File: config.mk
export PLATFORM = sky130hd
export DESIGN_NAME = spi_flash_cmd_seq
export DESIGN_NICKNAME = d
export VERILOG_FILES = /design/src/rtl/spi_flash_seq_pkg.sv /design/src/rtl/sfcs_gap_timer.sv /design/src/rtl/sfcs_frame_rom.sv /design/src/rtl/sfcs_plan.sv /design/src/rtl/spi_flash_cmd_seq.sv
export SDC_FILE = /design/constraint.sdc
export NUM_CORES = 1
export LEC_CHECK = 0
export BUFFER_PORTS_ARGS = -buffer_cell sky130_fd_sc_hd__buf_2
export CAP_MARGIN = 20
export CORE_MARGIN = 10
export CORE_UTILIZATION = 54
export DETAILED_ROUTE_END_ITERATION = 16
export GPL_TIMING_DRIVEN = 1
export PLACE_DENSITY = 0.81
export SYNTH_ARGS = -nofsm -noshare
export SYNTH_HDL_FRONTEND = slang
export SYNTH_SLANG_ARGS = --single-unit
File: constraint.sdc
create_clock -name clk_i -period 2.5 [get_ports clk_i]
set_input_delay 0.25 -clock clk_i [delete_from_list [all_inputs] [get_ports clk_i]]
set_output_delay 0.25 -clock clk_i [all_outputs]
set_load 0.03 [all_outputs]
File: src/rtl/spi_flash_seq_pkg.sv
package spi_flash_seq_pkg;

   typedef enum logic [1:0] {
      CMD_RD_STAT  = 2'd0,
      CMD_WR_STAT  = 2'd1,
      CMD_ERASE    = 2'd2,
      CMD_RD_IDENT = 2'd3
   } cmd_e;

   typedef enum logic [2:0] {
      FR_WR_EN,
      FR_RD_STAT,
      FR_UNLOCK,
      FR_WR_STAT,
      FR_ERASE,
      FR_RD_IDENT
   } frame_e;

   typedef enum logic [1:0] {
      ST_IDLE,
      ST_GAP,
      ST_ISSUE,
      ST_WAIT
   } state_e;

   function automatic frame_e first_frame(input cmd_e c);
      case (c)
         CMD_RD_STAT: return FR_RD_STAT;
         CMD_WR_STAT: return FR_UNLOCK;
         CMD_ERASE:   return FR_WR_EN;
         default:     return FR_RD_IDENT;
      endcase
   endfunction

endpackage

File: src/rtl/sfcs_gap_timer.sv
module sfcs_gap_timer #(
   parameter int GAP_CYCLES = 16
) (
   input  logic clk_i,
   input  logic rst_ni,
   input  logic load_i,
   output logic expired_o
);
   generate
      if (GAP_CYCLES == 1) begin : g_single
         logic unused_in;
         assign unused_in = clk_i ^ rst_ni ^ load_i;
         assign expired_o = 1'b1;
      end else begin : g_count
         localparam int CW = $clog2(GAP_CYCLES + 1);
         logic [CW-1:0] cnt_q;
         always_ff @(posedge clk_i or negedge rst_ni) begin
            if (!rst_ni)                cnt_q <= '0;
            else if (load_i)            cnt_q <= CW'(GAP_CYCLES - 1);
            else if (cnt_q != '0)       cnt_q <= cnt_q - 1'b1;
         end
         assign expired_o = (cnt_q == '0);
      end
   endgenerate
endmodule

File: src/rtl/sfcs_frame_rom.sv
module sfcs_frame_rom
   import spi_flash_seq_pkg::*;
#(
   parameter int          ADDR_W         = 24,
   parameter int          SLOT_W         = 3,
   parameter logic [7:0]  OP_WR_EN       = 8'h06,
   parameter logic [7:0]  OP_RD_STAT     = 8'h05,
   parameter logic [7:0]  OP_STAT_UNLOCK = 8'h50,
   parameter logic [7:0]  OP_WR_STAT     = 8'h01,
   parameter logic [7:0]  OP_SECT_ERASE  = 8'h20,
   parameter logic [7:0]  OP_RD_IDENT    = 8'h90
) (
   input  frame_e              frame_i,
   input  logic [SLOT_W-1:0]   slot_i,
   input  logic [ADDR_W-1:0]   addr_i,
   input  logic [7:0]          wdata_i,
   output logic [7:0]          byte_o,
   output logic                last_o
);
   localparam int ADDR_BYTES = ADDR_W / 8;
   localparam logic [SLOT_W-1:0] LAST_ERASE = SLOT_W'(ADDR_BYTES);
   localparam logic [SLOT_W-1:0] LAST_IDENT = SLOT_W'(ADDR_BYTES + 2);

   logic [7:0] addr_byte [ADDR_BYTES];
   logic [7:0] addr_sel;

   // most significant address byte goes out first
   for (genvar g = 0; g < ADDR_BYTES; g++) begin : g_abyte
      assign addr_byte[g] = addr_i[(ADDR_BYTES-1-g)*8 +: 8];
   end

   always_comb begin
      addr_sel = 8'h00;
      for (int k = 0; k < ADDR_BYTES; k++)
         if (slot_i == SLOT_W'(k + 1)) addr_sel = addr_byte[k];
   end

   always_comb begin
      byte_o = 8'h00;
      last_o = 1'b0;
      case (frame_i)
         FR_WR_EN: begin
            byte_o = OP_WR_EN;
            last_o = 1'b1;
         end
         FR_RD_STAT: begin
            byte_o = (slot_i == '0) ? OP_RD_STAT : 8'h00;
            last_o = (slot_i == SLOT_W'(2));
         end
         FR_UNLOCK: begin
            byte_o = (slot_i == '0) ? OP_STAT_UNLOCK : 8'h00;
            last_o = (slot_i == SLOT_W'(1));
         end
         FR_WR_STAT: begin
            byte_o = (slot_i == '0) ? OP_WR_STAT : wdata_i;
            last_o = (slot_i == SLOT_W'(1));
         end
         FR_ERASE: begin
            byte_o = (slot_i == '0) ? OP_SECT_ERASE : addr_sel;
            last_o = (slot_i == LAST_ERASE);
         end
         FR_RD_IDENT: begin
            byte_o = (slot_i == '0) ? OP_RD_IDENT : 8'h00;
            last_o = (slot_i == LAST_IDENT);
         end
         default: begin
            byte_o = 8'h00;
            last_o = 1'b1;
         end
      endcase
   end
endmodule

File: src/rtl/sfcs_plan.sv
module sfcs_plan
   import spi_flash_seq_pkg::*;
(
   input  cmd_e    cmd_i,
   input  frame_e  frame_i,
   input  logic    flash_busy_i,
   output frame_e  frame_next_o,
   output logic    finish_o
);
   always_comb begin
      frame_next_o = frame_i;
      finish_o     = 1'b1;
      case (frame_i)
         FR_WR_EN: begin
            frame_next_o = FR_ERASE;
            finish_o     = 1'b0;
         end
         FR_ERASE: begin
            frame_next_o = FR_RD_STAT;
            finish_o     = 1'b0;
         end
         FR_UNLOCK: begin
            frame_next_o = FR_WR_STAT;
            finish_o     = 1'b0;
         end
         FR_RD_STAT: begin
            // erase keeps polling while the flash reports busy
            finish_o = !(cmd_i == CMD_ERASE && flash_busy_i);
         end
         default: finish_o = 1'b1;
      endcase
   end
endmodule

File: src/rtl/spi_flash_cmd_seq.sv
module spi_flash_cmd_seq
   import spi_flash_seq_pkg::*;
#(
   parameter int          ADDR_W         = 24,
   parameter int          GAP_CYCLES     = 16,
   parameter logic [7:0]  OP_WR_EN       = 8'h06,
   parameter logic [7:0]  OP_RD_STAT     = 8'h05,
   parameter logic [7:0]  OP_STAT_UNLOCK = 8'h50,
   parameter logic [7:0]  OP_WR_STAT     = 8'h01,
   parameter logic [7:0]  OP_SECT_ERASE  = 8'h20,
   parameter logic [7:0]  OP_RD_IDENT    = 8'h90
) (
   input  logic              clk_i,
   input  logic              rst_ni,
   input  logic              start_i,
   input  logic [1:0]        cmd_i,
   input  logic [ADDR_W-1:0] addr_i,
   input  logic [7:0]        wr_status_i,
   output logic [7:0]        spi_tx_o,
   output logic              spi_tx_valid_o,
   input  logic [7:0]        spi_rx_i,
   input  logic              spi_byte_done_i,
   output logic              cs_n_o,
   output logic [7:0]        status_o,
   output logic [15:0]       id_o,
   output logic              busy_o,
   output logic              done_o
);
   localparam int ADDR_BYTES = ADDR_W / 8;
   localparam int SLOT_W     = $clog2(ADDR_BYTES + 3);
   localparam logic [SLOT_W-1:0] STAT_SLOT   = SLOT_W'(2);
   localparam logic [SLOT_W-1:0] ID_HI_SLOT  = SLOT_W'(ADDR_BYTES + 1);
   localparam logic [SLOT_W-1:0] ID_LO_SLOT  = SLOT_W'(ADDR_BYTES + 2);
   localparam int HW = $clog2(GAP_CYCLES + 2);

   generate
      if (ADDR_W % 8 != 0 || ADDR_W < 8) begin : g_bad_addr
         $error("ADDR_W must be a positive multiple of 8");
      end
      if (GAP_CYCLES < 1) begin : g_bad_gap
         $error("GAP_CYCLES must be at least 1");
      end
   endgenerate

   state_e              state_q;
   cmd_e                cmd_q;
   frame_e              frame_q, frame_next;
   logic [SLOT_W-1:0]   slot_q;
   logic [ADDR_W-1:0]   addr_q;
   logic [7:0]          wdata_q;
   logic [7:0]          status_q;
   logic [15:0]         id_q;
   logic                done_q;
   logic                slot_last, finish, gap_expired, gap_load, byte_in;

   assign byte_in  = (state_q == ST_WAIT) && spi_byte_done_i;
   assign gap_load = ((state_q == ST_IDLE) && start_i) ||
                     (byte_in && slot_last && !finish);

   sfcs_frame_rom #(
      .ADDR_W(ADDR_W), .SLOT_W(SLOT_W),
      .OP_WR_EN(OP_WR_EN), .OP_RD_STAT(OP_RD_STAT),
      .OP_STAT_UNLOCK(OP_STAT_UNLOCK), .OP_WR_STAT(OP_WR_STAT),
      .OP_SECT_ERASE(OP_SECT_ERASE), .OP_RD_IDENT(OP_RD_IDENT)
   ) u_rom (
      .frame_i(frame_q), .slot_i(slot_q), .addr_i(addr_q),
      .wdata_i(wdata_q), .byte_o(spi_tx_o), .last_o(slot_last)
   );

   sfcs_plan u_plan (
      .cmd_i(cmd_q), .frame_i(frame_q), .flash_busy_i(spi_rx_i[0]),
      .frame_next_o(frame_next), .finish_o(finish)
   );

   sfcs_gap_timer #(.GAP_CYCLES(GAP_CYCLES)) u_gap (
      .clk_i(clk_i), .rst_ni(rst_ni), .load_i(gap_load), .expired_o(gap_expired)
   );

   always_ff @(posedge clk_i or negedge rst_ni) begin
      if (!rst_ni) begin
         state_q  <= ST_IDLE;
         cmd_q    <= CMD_RD_STAT;
         frame_q  <= FR_RD_STAT;
         slot_q   <= '0;
         addr_q   <= '0;
         wdata_q  <= '0;
         status_q <= '0;
         id_q     <= '0;
         done_q   <= 1'b0;
      end else begin
         done_q <= 1'b0;
         case (state_q)
            ST_IDLE: if (start_i) begin
               cmd_q   <= cmd_e'(cmd_i);
               frame_q <= first_frame(cmd_e'(cmd_i));
               addr_q  <= addr_i;
               wdata_q <= wr_status_i;
               slot_q  <= '0;
               state_q <= ST_GAP;
            end
            ST_GAP:   if (gap_expired) state_q <= ST_ISSUE;
            ST_ISSUE: state_q <= ST_WAIT;
            ST_WAIT: if (spi_byte_done_i) begin
               if (frame_q == FR_RD_STAT && slot_q == STAT_SLOT) status_q <= spi_rx_i;
               if (frame_q == FR_RD_IDENT && slot_q == ID_HI_SLOT) id_q[15:8] <= spi_rx_i;
               if (frame_q == FR_RD_IDENT && slot_q == ID_LO_SLOT) id_q[7:0]  <= spi_rx_i;
               if (slot_last) begin
                  slot_q <= '0;
                  if (finish) begin
                     state_q <= ST_IDLE;
                     done_q  <= 1'b1;
                  end else begin
                     frame_q <= frame_next;
                     state_q <= ST_GAP;
                  end
               end else begin
                  slot_q  <= slot_q + 1'b1;
                  state_q <= ST_ISSUE;
               end
            end
            default: state_q <= ST_IDLE;
         endcase
      end
   end

   assign spi_tx_valid_o = (state_q == ST_ISSUE);
   assign cs_n_o         = !((state_q == ST_ISSUE) || (state_q == ST_WAIT));
   assign busy_o         = (state_q != ST_IDLE);
   assign done_o         = done_q;
   assign status_o       = status_q;
   assign id_o           = id_q;

   // cycles chip select has been high, saturating; used by the gap check
   logic [HW-1:0] cs_hi_cnt;
   always_ff @(posedge clk_i or negedge rst_ni) begin
      if (!rst_ni)                            cs_hi_cnt <= '0;
      else if (!cs_n_o)                       cs_hi_cnt <= '0;
      else if (cs_hi_cnt < HW'(GAP_CYCLES))   cs_hi_cnt <= cs_hi_cnt + 1'b1;
   end

   p_gap_r7: assert property (@(posedge clk_i) disable iff (!rst_ni)
      $fell(cs_n_o) |-> cs_hi_cnt >= HW'(GAP_CYCLES));

   p_tx_then_wait_r10: assert property (@(posedge clk_i) disable iff (!rst_ni)
      spi_tx_valid_o |=> (!spi_tx_valid_o && state_q == ST_WAIT));

   p_done_single_r9: assert property (@(posedge clk_i) disable iff (!rst_ni)
      done_o |=> !done_o);

   p_done_idle_r9: assert property (@(posedge clk_i) disable iff (!rst_ni)
      done_o |-> (!busy_o && cs_n_o));

   p_erase_clear_r5: assert property (@(posedge clk_i) disable iff (!rst_ni)
      (done_o && cmd_q == CMD_ERASE) |-> !status_o[0]);

   p_start_ignored_r8: assert property (@(posedge clk_i) disable iff (!rst_ni)
      (busy_o && start_i) |=> ($stable(cmd_q) && $stable(addr_q) && $stable(wdata_q)));
endmodule

==> summary.txt <==
Setup path
  – Worst EP required: 2.25 ns
  – Largest stage delay, worst path: 0.44 ns
  – WP data arrival: 2.12 ns
  – CP Capture Type: output pin
  – Crit-path cells: ha_1, ha_2, nor2_2, a21boi_0, o21ai_0, a21oi_1, buf_2
  – CP delay by family, top: compound AO/OA/AOI/OAI gates
  – Max FO, Critical Path: 11
  – CP Launch Point: slot_q[1]$_DFFE_PN0P_
  – Type of the worst setup path: reg2out
  – Slowest cell on the critical path: dfrtp_1
  – Startpoint types: flip-flop
  – FF-to-FF Start: slot_q[0]$_DFFE_PN0P_
  – Bufs and invs on worst path: 1

Route
  – Total iterations of the first detailed-routing run: 4
  – DR vias: 2,697
  – DR vias/cell: 5.788
  – Starting DRT DRC Count: ~200
  – Per-cell routed wire length: 18.29 µm
  – Detailed-route wire length: between 8000 and 9000 µm
  – Number of nets still failing antenna checks after routing: 0
  – # DRC: 0

Synth
  – Sequential fraction of the synthesis area: 0.5056
  – Post-Syn Area: about 3600 µm²
  – Syn nets: between 300 and 400
  – Synth cell types: 52
  – Yosys warns: 0
  – Largest area contributor in the netlist: dfrtp_1
  – Top FF cell, synth: dfrtp_1
  – Number of synthesized flops with an enable pin: 0
  – Top-area cell type share of the netlist area: 0.4982
  – Asr flop ratio synth: 1.000
  – Cells after Synth: about 300
  – Top cells by area, synth: dfrtp_1 50%, mux2_2 18%, ha_1 4.6%
  – Syn_area_per_cell: between 10 and 15 µm²
  – Flops & latches, synth: 72

Place
  – RePlAce Congestion: 0.9225
  – DP HPWL: between 6000 and 7000 µm
  – Buffers on Ports: 81

GRT
  – Met3 GRT Util: 0.06467
  – Most Crowded Layer GR: met2
  – Vias in the first global route: ~2,800
  – Antenna violations before repair: 0
  – First-pass GRT wire length: 14,060 µm
  – Pin count of the biggest net entering global routing: 73
  – Met1 usage: 0.2158
  – Total GRT Usage: 0.1695
  – Met2 Track Usage GR: 0.2598
  – Overflow left after global routing: 0

Floorplanning
  – Top Ports: about 80
  – Num rows: 29
  – Initial core utilization: 0.5584
  – Die Y: 101.3 µm
  – Chip width: 101.3 µm
  – Core area: 6386 µm²
  – Die area: 10,250 µm²

Clock network
  – CTS sink cnt: a little over 70
  – Clk Latency, worst-skew pair: 0.35 ns
  – Clock root buffer: clkbuf_8
  – H-Tree Depth: 3
  – CTS buffer count: 9
  – Register clock-pin slew on the reported worst setup and hold paths: 0.08 ns
  – TritonCTS clock tree: yes
  – Post-CTS Setup Bufs: 0
  – CTS max path bufs: 2

STA
  – Min Hold Slack: 0.1237 ns
  – Achievable frequency: 0.4216 GHz
  – RSZ-0062 raised after global routing: no
  – Setup_tns: 0 ns
  – Final Cycle Share: 0.9487
  – Final setup vio count: 0
  – Worst slew pin tran: 0.4815 ns
  – Setup Skew: 0.01197 ns
  – Final hold viol count: 0
  – Slew HR: 0.6780
  – Fin crit period: 2.372 ns
  – Max Slew Vio Count: 0

Power
  – Pwr dens: about 1200 nW/µm²
  – Worst VDD drop: 0.0006804 V
  – Leakage power: 2.125 nW

Final layout
  – Layout cell share with drive strength beyond 1: 0.4396
  – Filler cells: 496
  – # diodes: 0
  – Synthesis-to-finish area growth: 21.58%
  – Nets: 444
  – Footprint of the multi-input gates: 1680 µm²
  – Reg area: approximately 1800 µm²

Run status
  – Run status: finished clean

Worst hold path
  – Hold Startpoint: addr_i[7]
  – Hold crit path type: in2reg

Run
  – Max_cap viols: 0
[cells in the mapped netlist (3+ instances only)]
library cell / count
a21o_1: 3
a21oi_1: 7
a22o_1: 5
a22oi_1: 6
and3_1: 4
clkbuf_1: 11
dfrtp_1: 71
ha_1: 13
inv_1: 13
mux2_2: 56
nand2_1: 17
nand3_1: 4
nand3b_1: 3
nor2_1: 12
nor2b_1: 6
nor3_1: 3
o211ai_1: 6
o21ai_0: 12
o22ai_1: 3
[repair_timing]
action	in CTS	in global routing
endpoints found under the setup margin	4	7
hold endpoints to repair	71	0
cloned	0	0
gates resized for setup	2	2
hold buffers	1	0
[power breakdown]
group          switching (W)  leakage, nW  internal (W)
Combinational        0.00125         1.11      0.000976
Clock               0.000435        0.108      0.000583
Sequential          0.000348        0.911       0.00159
[routing by layer]
| layer | wire length (µm) | vias up | share of wire |
|---|---|---|---|
| met5 | 0 | - | 0 |
| met4 | 138 | 0 | 0.016 |
| met3 | 707 | 15 | 0.083 |
| met2 | 3994 | 86 | 0.47 |
| met1 | 3684 | 1331 | 0.43 |
| li1 | - | 1265 | - |
[per-stage QoR]
stage	cell area [µm²]	total power (W)	worst slack (ns)	util	instances
2_1_floorplan	3566	0.003524	0.1794	-	297
3_3_place_gp	4089	0.004064	0.3703	0.6403	450
3_5_place_dp	4089	0.004158	0.2905	0.6403	450
4_1_cts	4323	0.005179	0.02788	0.6769	466
5_1_grt	4335	0.005524	0.01336	0.6789	466
6_report	4335	0.005179	0.1283	0.6789	466
[area by class of cell]
type                            instances  area share
Clock buffer                           10     0.03175
Clock inverter                          5     0.01876
Inverter                               13     0.01126
Multi-Input combinational cell        199      0.3876
Sequential cell                        72      0.4159
Tap cell                               77     0.02222
Timing Repair Buffer                   90      0.1126
[cells in the final DEF (no fill, tap or decap), types with 2 or more instances in the layout]
cell type   n
a211oi_1    2
a21o_1      3
a21oi_1     7
a22o_1      5
a22oi_1     6
a32o_1      2
a32oi_1     2
and3_1      4
buf_2      81
buf_4       7
bufinv_16   2
clkbuf_8   10
dfrtp_1    71
ha_1       11
inv_1      13
mux2_1      2
mux2_2     56
nand2_1    17
nand2_2     2
nand2b_1    2
nand3_1     4
nand3b_1    3
nand4bb_1   2
nor2_1     11
nor2b_1     6
nor3_1      3
o211ai_1    6
o21ai_0    12
o22ai_1     3
xnor2_1     2
[state kept, by name (all words and copies together), names as in the netlist, 2 cells and up]
signal               count
u_gap.g_count.cnt_q      5
frame_q                  3
id_o                    16
cmd_q                    2
addr_q                  24
status_o                 8
slot_q                   3
wdata_q                  8
state_q                  2
[cells by family (layout without fill, tap and decap cells)]
family / Yosys count / in the layout / synth area share
flops: 72 / 72 / 0.5056
compound gates: 64 / 64 / 0.1344
simple gates: 61 / 61 / 0.09544
mux: 59 / 59 / 0.1860
buf+inv: 26 / 118 / 0.02807
fa+ha+maj: 13 / 13 / 0.04562
xor+xnor: 2 / 2 / 0.004913
[worst paths after layout]
kind	slack, ns	end	depth (start not counted)
worst min-delay path	0.12	addr_q[7]$_DFFE_PN0P_	2
max in group asynchronous	1.69	frame_q[0]$_DFFE_PN1P_	3
worst max-delay path	0.13	spi_tx_o[3]	7
worst max register to register	0.55	status_o[1]$_DFFE_PN0P_	5
worst min register to register	0.50	id_o[6]$_DFFE_PN0P_	1
min in group asynchronous	0.46	addr_q[5]$_DFFE_PN0P_	3
No activity file was read; power rests on OpenSTA's default activity.
